**src/rtl/tlb_pkg.sv**
```systemverilog
package tlb_pkg;
    localparam int TLB_ENTRIES   = 8;
    localparam int TLB_VPN_W     = 30;
    localparam int TLB_PPN_W     = 28;
    localparam int TLB_ASN_W     = 8;
    localparam int TLB_MODES     = 4;
endpackage

```
**src/rtl/tlb_match.sv**
```systemverilog
module tlb_match #(
    parameter int VPN_W = 30,
    parameter int ASN_W = 8
) (
    input  logic             slot_valid,
    input  logic [VPN_W-1:0] slot_tag,
    input  logic [ASN_W-1:0] slot_asn,
    input  logic             slot_global,
    input  logic [VPN_W-1:0] key_vpn,
    input  logic [ASN_W-1:0] key_asn,
    output logic             match
);
    logic tag_eq;
    logic asn_ok;

    always_comb begin
        tag_eq = (slot_tag == key_vpn);
        asn_ok = slot_global || (slot_asn == key_asn);
        match  = slot_valid && tag_eq && asn_ok;
    end
endmodule

```
**src/rtl/tlb_prio_pick.sv**
```systemverilog
module tlb_prio_pick #(
    parameter int N     = 8,
    parameter int IDX_W = $clog2(N)
) (
    input  logic [N-1:0]     req,
    output logic             any,
    output logic [IDX_W-1:0] idx
);
    always_comb begin
        any = 1'b0;
        idx = '0;
        for (int i = N - 1; i >= 0; i--) begin
            if (req[i]) begin
                any = 1'b1;
                idx = IDX_W'(i);
            end
        end
    end
endmodule

```
**src/rtl/asn_tlb.sv**
```systemverilog
module asn_tlb
    import tlb_pkg::*;
#(
    parameter int N     = TLB_ENTRIES,
    parameter int VPN_W = TLB_VPN_W,
    parameter int PPN_W = TLB_PPN_W,
    parameter int ASN_W = TLB_ASN_W,
    parameter int MODES = TLB_MODES
) (
    input  logic             clk,
    input  logic             rst_n,
    input  logic             flush_all,
    input  logic             ins_valid,
    input  logic [VPN_W-1:0] ins_vpn,
    input  logic [PPN_W-1:0] ins_ppn,
    input  logic [ASN_W-1:0] ins_asn,
    input  logic             ins_global,
    input  logic [MODES-1:0] ins_rd_en,
    input  logic [MODES-1:0] ins_wr_en,
    input  logic             ins_fault_rd,
    input  logic             ins_fault_wr,
    input  logic             fl_valid,
    input  logic [VPN_W-1:0] fl_vpn,
    input  logic [ASN_W-1:0] fl_asn,
    input  logic [VPN_W-1:0] lu_vpn,
    input  logic [ASN_W-1:0] lu_asn,
    output logic             lu_hit,
    output logic [PPN_W-1:0] lu_ppn,
    output logic [ASN_W-1:0] lu_asn_out,
    output logic             lu_global,
    output logic [MODES-1:0] lu_rd_en,
    output logic [MODES-1:0] lu_wr_en,
    output logic             lu_fault_rd,
    output logic             lu_fault_wr
);
    localparam int IDX_W = (N > 1) ? $clog2(N) : 1;
    localparam logic [IDX_W-1:0] LAST_SLOT = IDX_W'(N - 1);

    typedef struct packed {
        logic             valid;
        logic [VPN_W-1:0] tag;
        logic [PPN_W-1:0] ppn;
        logic [ASN_W-1:0] asn;
        logic             glob;
        logic [MODES-1:0] rd_en;
        logic [MODES-1:0] wr_en;
        logic             f_rd;
        logic             f_wr;
    } slot_t;

    typedef struct packed {
        slot_t [N-1:0]    slot;
        logic [IDX_W-1:0] ptr;
    } state_t;

    state_t st_d, st_q;

    logic [N-1:0]     lu_match;
    logic [N-1:0]     fl_match;
    logic [IDX_W-1:0] hit_idx;
    logic             any_hit;
    slot_t            sel;
    slot_t            new_slot;

    // one comparator pair per slot: lookup key and flush key
    for (genvar i = 0; i < N; i++) begin : g_slot
        tlb_match #(.VPN_W(VPN_W), .ASN_W(ASN_W)) u_lu_cmp (
            .slot_valid  (st_q.slot[i].valid),
            .slot_tag    (st_q.slot[i].tag),
            .slot_asn    (st_q.slot[i].asn),
            .slot_global (st_q.slot[i].glob),
            .key_vpn     (lu_vpn),
            .key_asn     (lu_asn),
            .match       (lu_match[i])
        );
        tlb_match #(.VPN_W(VPN_W), .ASN_W(ASN_W)) u_fl_cmp (
            .slot_valid  (st_q.slot[i].valid),
            .slot_tag    (st_q.slot[i].tag),
            .slot_asn    (st_q.slot[i].asn),
            .slot_global (st_q.slot[i].glob),
            .key_vpn     (fl_vpn),
            .key_asn     (fl_asn),
            .match       (fl_match[i])
        );
    end

    tlb_prio_pick #(.N(N), .IDX_W(IDX_W)) u_pick (
        .req (lu_match),
        .any (any_hit),
        .idx (hit_idx)
    );

    // lookup result: fields of the lowest matching slot, zero on miss
    always_comb begin
        sel         = st_q.slot[hit_idx];
        lu_hit      = any_hit;
        lu_ppn      = any_hit ? sel.ppn   : '0;
        lu_asn_out  = any_hit ? sel.asn   : '0;
        lu_global   = any_hit && sel.glob;
        lu_rd_en    = any_hit ? sel.rd_en : '0;
        lu_wr_en    = any_hit ? sel.wr_en : '0;
        lu_fault_rd = any_hit && sel.f_rd;
        lu_fault_wr = any_hit && sel.f_wr;
    end

    // next state
    always_comb begin
        new_slot.valid = 1'b1;
        new_slot.tag   = ins_vpn;
        new_slot.ppn   = ins_ppn;
        new_slot.asn   = ins_asn;
        new_slot.glob  = ins_global;
        new_slot.rd_en = ins_rd_en;
        new_slot.wr_en = ins_wr_en;
        new_slot.f_rd  = ins_fault_rd;
        new_slot.f_wr  = ins_fault_wr;

        st_d = st_q;
        if (flush_all) begin
            for (int i = 0; i < N; i++) begin
                st_d.slot[i].valid = 1'b0;
            end
            st_d.ptr = '0;
        end else begin
            if (fl_valid) begin
                for (int i = 0; i < N; i++) begin
                    if (fl_match[i]) begin
                        st_d.slot[i].valid = 1'b0;
                    end
                end
            end
            if (ins_valid) begin
                st_d.slot[st_q.ptr] = new_slot;
                st_d.ptr = (st_q.ptr == LAST_SLOT) ? '0 : st_q.ptr + 1'b1;
            end
        end
    end

    always_ff @(posedge clk) begin
        if (!rst_n) begin
            st_q <= '0;
        end else begin
            st_q <= st_d;
        end
    end
endmodule

```
**config.mk**
```make
export PLATFORM = sky130hd
export DESIGN_NAME = asn_tlb
export DESIGN_NICKNAME = d
export VERILOG_FILES = /design/src/rtl/tlb_pkg.sv /design/src/rtl/tlb_match.sv /design/src/rtl/tlb_prio_pick.sv /design/src/rtl/asn_tlb.sv
export SDC_FILE = /design/constraint.sdc
export NUM_CORES = 2
export LEC_CHECK = 0
export CAP_MARGIN = 20
export CORE_ASPECT_RATIO = 1.75
export CORE_UTILIZATION = 30
export DETAILED_ROUTE_END_ITERATION = 6
export GPL_ROUTABILITY_DRIVEN = 1
export PLACE_DENSITY = 0.55
export RECOVER_POWER = 50
export SLEW_MARGIN = 25
export SYNTH_ARGS = -nofsm -noshare
export SYNTH_HDL_FRONTEND = slang
export SYNTH_HIERARCHICAL = 1
export SYNTH_SLANG_ARGS = --single-unit
export TNS_END_PERCENT = 20
```
**constraint.sdc**
```tcl
create_clock -name clk -period 10.7 [get_ports clk]
set_clock_uncertainty 0.2 [all_clocks]
set_input_delay 2.14 -clock clk [delete_from_list [all_inputs] [get_ports clk]]
set_output_delay 2.14 -clock clk [all_outputs]
set_load 0.03 [all_outputs]
```
Word level (Yosys, flattened, before mapping)

Index checks and enable logic that the tools add are counted.

Flip-flop bits (word level): 627
Memory bits (read-only): 0
Memories: 0
Memory bits (writable): 0
Output and inout bits: 48
Logic and storage cells: 217
Input port bits: 158
Bits in latches: 0

Muxes and demuxes: 51
Add/subtract/negate cells: 1
Reduce and logical (&&, ||, !) cells: 54
Shifts and indexed selects: 0
Multipliers: 0
Order comparisons: 3
Bitwise gates (word level): 2
Equal/unequal tests: 33
Div/mod/pow operators: 0

Operators with widths:

| cell                                                                   | count |
|---|---|
| 627-bit 2-to-1 mux                                                     | 1 |
| 624-bit bitwise mux                                                    | 1 |
| 30-bit == test                                                         | 16 |
| 78-bit binary-select mux with 3-bit select                             | 1 |
| 78-bit demux with 3-bit select                                         | 1 |
| 8-bit == test                                                          | 16 |
| 78-bit 2-to-1 mux                                                      | 1 |
| 47-bit 2-to-1 mux                                                      | 1 |
| 1-bit logical AND                                                      | 36 |
| 1-bit 2-to-1 mux                                                       | 32 |
| 28-bit 2-to-1 mux                                                      | 1 |
| 3-bit 2-to-1 mux                                                       | 9 |
| 1-bit logical OR                                                       | 16 |
| 3-bit by 4-bit < comparator with 1-bit output (second input constant)  | 2 |
| 4-bit 2-to-1 mux                                                       | 2 |
| 8-bit 2-to-1 mux                                                       | 1 |
| 3-bit by 1-bit adder with 3-bit output (second input constant)         | 1 |
| 3-bit == test (second input constant)                                  | 1 |
| 3-bit by 1-bit >= comparator with 1-bit output (second input constant) | 1 |
| 1-bit NOT                                                              | 2 |
| 2-bit AND reduction                                                    | 1 |
| 2-bit OR reduction                                                     | 1 |

Logic depth before layout (Yosys ltp)

Depth after elaboration: 14
Mapped depth: 13
Gate-level depth less buffers: 10

Cells and area by module

Netlist, hierarchy kept.

By module, submodules not included:

| module        | cells each | times used | sequential area each (sq um) | area an instance (sq um) |
|---|---|---|---|---|
| asn_tlb       | 3270       | 1          | 12552.0                      | 28514.8 |
| tlb_match     | 52         | 16         | 0.0                          | 422.9 |
| tlb_prio_pick | 13         | 1          | 0.0                          | 80.1 |

Least setup slack after synthesis

No wires, ideal clock.

Path kind: input to output
Start point: input lu_vpn[4]
End point: output lu_ppn[10]
Path buffers: 2
Arrival time: 4929 ps
Slack: 3431 ps
Cell stages on the path: 11
Data required time: 8360 ps
Cell sequence: xnor2_1 -> nand4_1 -> or4_1 -> nor3_2 -> o21ai_0 -> a211oi_1 -> nand2b_1 -> clkbuf_1 -> clkbuf_1 -> o221ai_1 -> a21oi_1

Word-level cells in the longest chain between the ends: 14
Elaborated cells between the ends (all ways): 43
Those cells by class: 8 x eq/ne; 19 x mux; 16 x reduce/logical

RTL lines:

| what                                       | line                | text |
|---|---|---|
| start, declared                            | asn_tlb.sv:25       | `input logic [VPN_W-1:0] lu_vpn,` |
| 30-bit == test                             | tlb_match.sv:17     | `tag_eq = (slot_tag == key_vpn);` |
| 1-bit logical AND (2 in series)            | tlb_match.sv:19     | `match = slot_valid && tag_eq && asn_ok;` |
| named net lu_match[7]                      | asn_tlb.sv:58       | `logic [N-1:0] lu_match;` |
| 3-bit 2-to-1 mux (8 in series)             | tlb_prio_pick.sv:13 | `if (req[i]) begin` |
| named net hit_idx[1]                       | asn_tlb.sv:60       | `logic [IDX_W-1:0] hit_idx;` |
| 78-bit binary-select mux with 3-bit select | asn_tlb.sv:95       | `sel = st_q.slot[hit_idx];` |
| 47-bit 2-to-1 mux (implied by the code)    | asn_tlb.sv:95       |  |
| 28-bit 2-to-1 mux                          | asn_tlb.sv:97       | `lu_ppn = any_hit ? sel.ppn : '0;` |
| end, declared                              | asn_tlb.sv:28       | `output logic [PPN_W-1:0] lu_ppn,` |

The timed path passes the listed nets, and every way through them passes these cells. The select of a mux whose other input is x is not followed.

Final worst setup path

Start point: input lu_vpn[13]
End point: output lu_fault_wr

Elaborated cells between the ends (all ways): 43
Those cells by class: 8 x eq/ne; 18 x mux; 17 x reduce/logical

RTL lines:

| what                                       | line                | text |
|---|---|---|
| 30-bit == test                             | tlb_match.sv:17     |  |
| 1-bit logical AND (2 in series)            | tlb_match.sv:19     |  |
| named net lu_match[5]                      | asn_tlb.sv:58       |  |
| 3-bit 2-to-1 mux (6 in series)             | tlb_prio_pick.sv:13 |  |
| named net hit_idx[2]                       | asn_tlb.sv:60       |  |
| 78-bit binary-select mux with 3-bit select | asn_tlb.sv:95       |  |
| 47-bit 2-to-1 mux (implied by the code)    | asn_tlb.sv:95       |  |
| 1-bit logical AND                          | asn_tlb.sv:103      | `lu_fault_wr = any_hit && sel.f_wr;` |
| end, declared                              | asn_tlb.sv:34       | `output logic lu_fault_wr` |

The timed path passes the listed nets, and every way through them passes these cells. The select of a mux whose other input is x is not followed.

==> impl_results.md <==
- Avg Inst Size Synth: 8.59 um^2
- Crit path cell chain: clkdlybuf4s50_1 -> xor2_1 -> nor4_1 -> nand4_1 -> nor3_2 -> nor4_1 -> nor2b_4 -> or2_2 -> buf_12 -> o221ai_1 -> a21oi_1 -> clkdlybuf4s50_1
- Commonest cells after routing, fill and taps aside: dfxtp_1 (627), nand3_1 (616), o21ai_0 (597)
- Drt pass-1 iters: 5
- Launching element type of the critical path: input port
- Grt met1 use: 26.0%
- Initial DRC Count: 2,255
- Final setup viols: 0
- Slew of the pin with the lowest slew margin: 5.80 ns
- Via count of the first global-routing pass: 30.9k
- Most common cell after layout, fill and taps aside: dfxtp_1
- RSZ-0062 raised after global routing: false
- Routed vias/inst: 5.60
- Flop and latch count out of synthesis: 627
- Largest delay share family, worst path: simple AND/OR/NAND/NOR gates
- Routed wire per std cell: 24.2 um
- Layout Area Growth over Synthesis: 14.0%
- Area contributors post-synth: dfxtp_1 (35%), a21boi_0 (10%), xor2_1 (9.1%), nand3_1 (8.7%), o21ai_0 (8.4%)
- DRT antenna net count: 0
- Die ar.: 119,000 um^2
- CP max FO: 30
- Ys flop type: dfxtp_1
- F_max: 101 MHz
- Synth area leader: dfxtp_1
- PortBufs: 205
- Placed cells: 5,421
- First-pass GRT wire length: 203 mm
- Syn Nets: 4,275
- Post-CTS setup buffers: 0
- DRT Wirelength: 134 mm
- CP endpoint: lu_fault_wr
- Gate Count Post-Synth: 4,115
- CTS-repair resized insts: 0
- CTS hold repair buffers: 0
- Register area share after synthesis: 35.5%
- Met3 Resource Use GR: 3.01%
- GRT overflow: 0
- GRT Util Overall: 22.2%
- Ys async rst share: 0%
- Switching Share: 26.2%
- Comb pwr share: 9.5%
- Chip width: 262 um
- Psw: 1410 uW
- Top Usage Layer GRT: met2
- Residual DRC: 0
- Final #Nets: 4,140
- Max cap viols: 4
- Clock transition at path regs: 0.05 ns
- Pwr Density: 133 nW/um^2
- CP Capture Type: output pin
- Lkg Pwr: 0.0125 uW
- Root buf cell: clkbuf_16
- Crit Path Class: in2out
- Chip Height: 456 um
- Worst reg2reg setup slack: 7.35 ns
- Initial antenna violation count: 14
- Syn Std Cell Area: 35,400 um^2
- Latest clock arrival within the worst-skew pair: 0.66 ns
- Launch point of the worst reg-to-reg path: st_q[0]$_SDFFE_PP0P_
- Critical path data required time: 8.36 ns
- Post-synth EDFFs: 0
- Rows: 166
- Final period utilization: 92.5%
- Fin. Hold Viols: 0
- Global placement routability congestion: 0.931
- Hpwl dp: 82.0 mm
- Reg2Reg Depth: 4
- Max_slew headroom: -286%
- Core Area: 117,000 um^2
- WP data arrival: 7.56 ns
- WP depth: 12
- Htree depth: 3
- CTS tree: built
- Met2 usage: 38.1%
- Max Root-Sink Buffers: 3
- CP peak stage delay: 0.96 ns
- Pins Over Slew Limit: 624
- Maximum vdd drop: 0.000106 V
- # IOs: 206
- Power Internal: 3970 uW
- Flop pwr share: 44.1%
- Status: complete, but fails checks
- Largest net degree at the start of global routing: 256
- Initial Utilization: 30.2%
- Clock network power share: 46.4%
- Type of the most critical hold path: reg2reg
- CP bufs+invs: 3
- Final std cells w/o fill: 5,546
- Share of layout cells above drive strength 1: 8.54%
- Clock sink count: 627
- Crit path from: lu_vpn[13]
- Crit-path slowest cell: nor4_1
- Pwr Total: 5380 uW
- Num CTS Buffers: 69
- Failing checks: max-capacitance violations, max-slew violations
- Setup_tns: 0 ns
- Vias: 31.1k
- Area share of the largest cell type after synthesis: 35.5%
- Synth unique cells: 44
- Synth warn: 6
- Tmin final: 9.90 ns
-- synthesized netlist by cell type, types with 54 or more instances --
| library cell | instances |
|---|---|
| o21ai_0 | 597 |
| xor2_1 | 368 |
| dfxtp_1 | 627 |
| nand4_1 | 80 |
| buf_1 | 54 |
| nor4_1 | 81 |
| xnor2_1 | 240 |
| mux2_2 | 94 |
| a21oi_1 | 64 |
| nand3_1 | 616 |
| clkbuf_1 | 306 |
| a21boi_1 | 135 |
| a21boi_0 | 481 |
| buf_2 | 92 |
-- worst reg2reg max path: stages, from the launching register on --
cell,delay (ns)
dfxtp_1,0.70
nand2b_4,0.89
buf_4,0.82
o21ai_0,0.45
a21boi_0,0.19
-- kinds of logic (layout without fill, tap and decap cells) --
family                   count (synthesis)  in the layout  share of synthesized area (%)
adder cells (fa/ha/maj)                  2              2                         0.0708
buffers and inverters                  512            424                           5.94
multiplexers                           144            144                           6.07
AND/OR/NAND/NOR                        867            867                           13.2
other                                    0              7                              0
flip-flops                             627            627                           35.5
AO/OA/AOI/OAI                         1355           1355                           24.2
XOR/XNOR                               608            608                           15.1
-- power by group through the flow --
stage / registers (uW) / clock network [uW] / logic, uW
finish: 2370 / 2500 / 510
global route: 2370 / 2640 / 543
CTS: 2370 / 2560 / 501
detailed placement: 2420 / 0 / 499
global placement: 2420 / 0 / 498
floorplan: 2420 / 0 / 285
-- metrics by stage --
| stage | setup slack (ns) | hold slack, ns | util [%] | cell area, um^2 |
|---|---|---|---|---|
| after floorplan | 3.43 | 0.240 | - | 35400 |
| after global placement | 0.888 | 0.255 | 32.5 | 38100 |
| after detailed placement | 0.871 | 0.265 | 32.6 | 38100 |
| after CTS | 0.858 | 0.273 | 34.5 | 40300 |
| after global routing | 0.775 | 0.293 | 34.5 | 40300 |
| final | 0.801 | 0.274 | 34.5 | 40300 |
-- area by class of cell --
| cell class | count | area (um^2) |
|---|---|---|
| antenna | 7 | 17.5 |
| clock buffer | 91 | 1940 |
| clock inverter | 27 | 320 |
| fill | 12100 | 76600 |
| inverter | 48 | 180 |
| multi-input combinational | 2976 | 20800 |
| sequential | 627 | 12600 |
| tap | 1512 | 1890 |
| timing repair buffer | 258 | 2610 |
-- how the worst min path moves through the flow --
stage          slack (ns)        to  depth (start not counted)     start
3_3_place_gp         0.25  register                          2  register
2_1_floorplan        0.24  register                          2  register
5_1_grt              0.29  register                          2  register
3_5_place_dp         0.26  register                          2  register
4_1_cts              0.27  register                          2  register
6_report             0.27  register                          2  register
-- metal layers --
layer	vias to the layer above	wire, um
met3	280	5800
met4	6	8000
li1	14400	-
met5	-	37
met1	15500	52900
met2	920	67500
No activity file was read; power rests on OpenSTA's default activity.
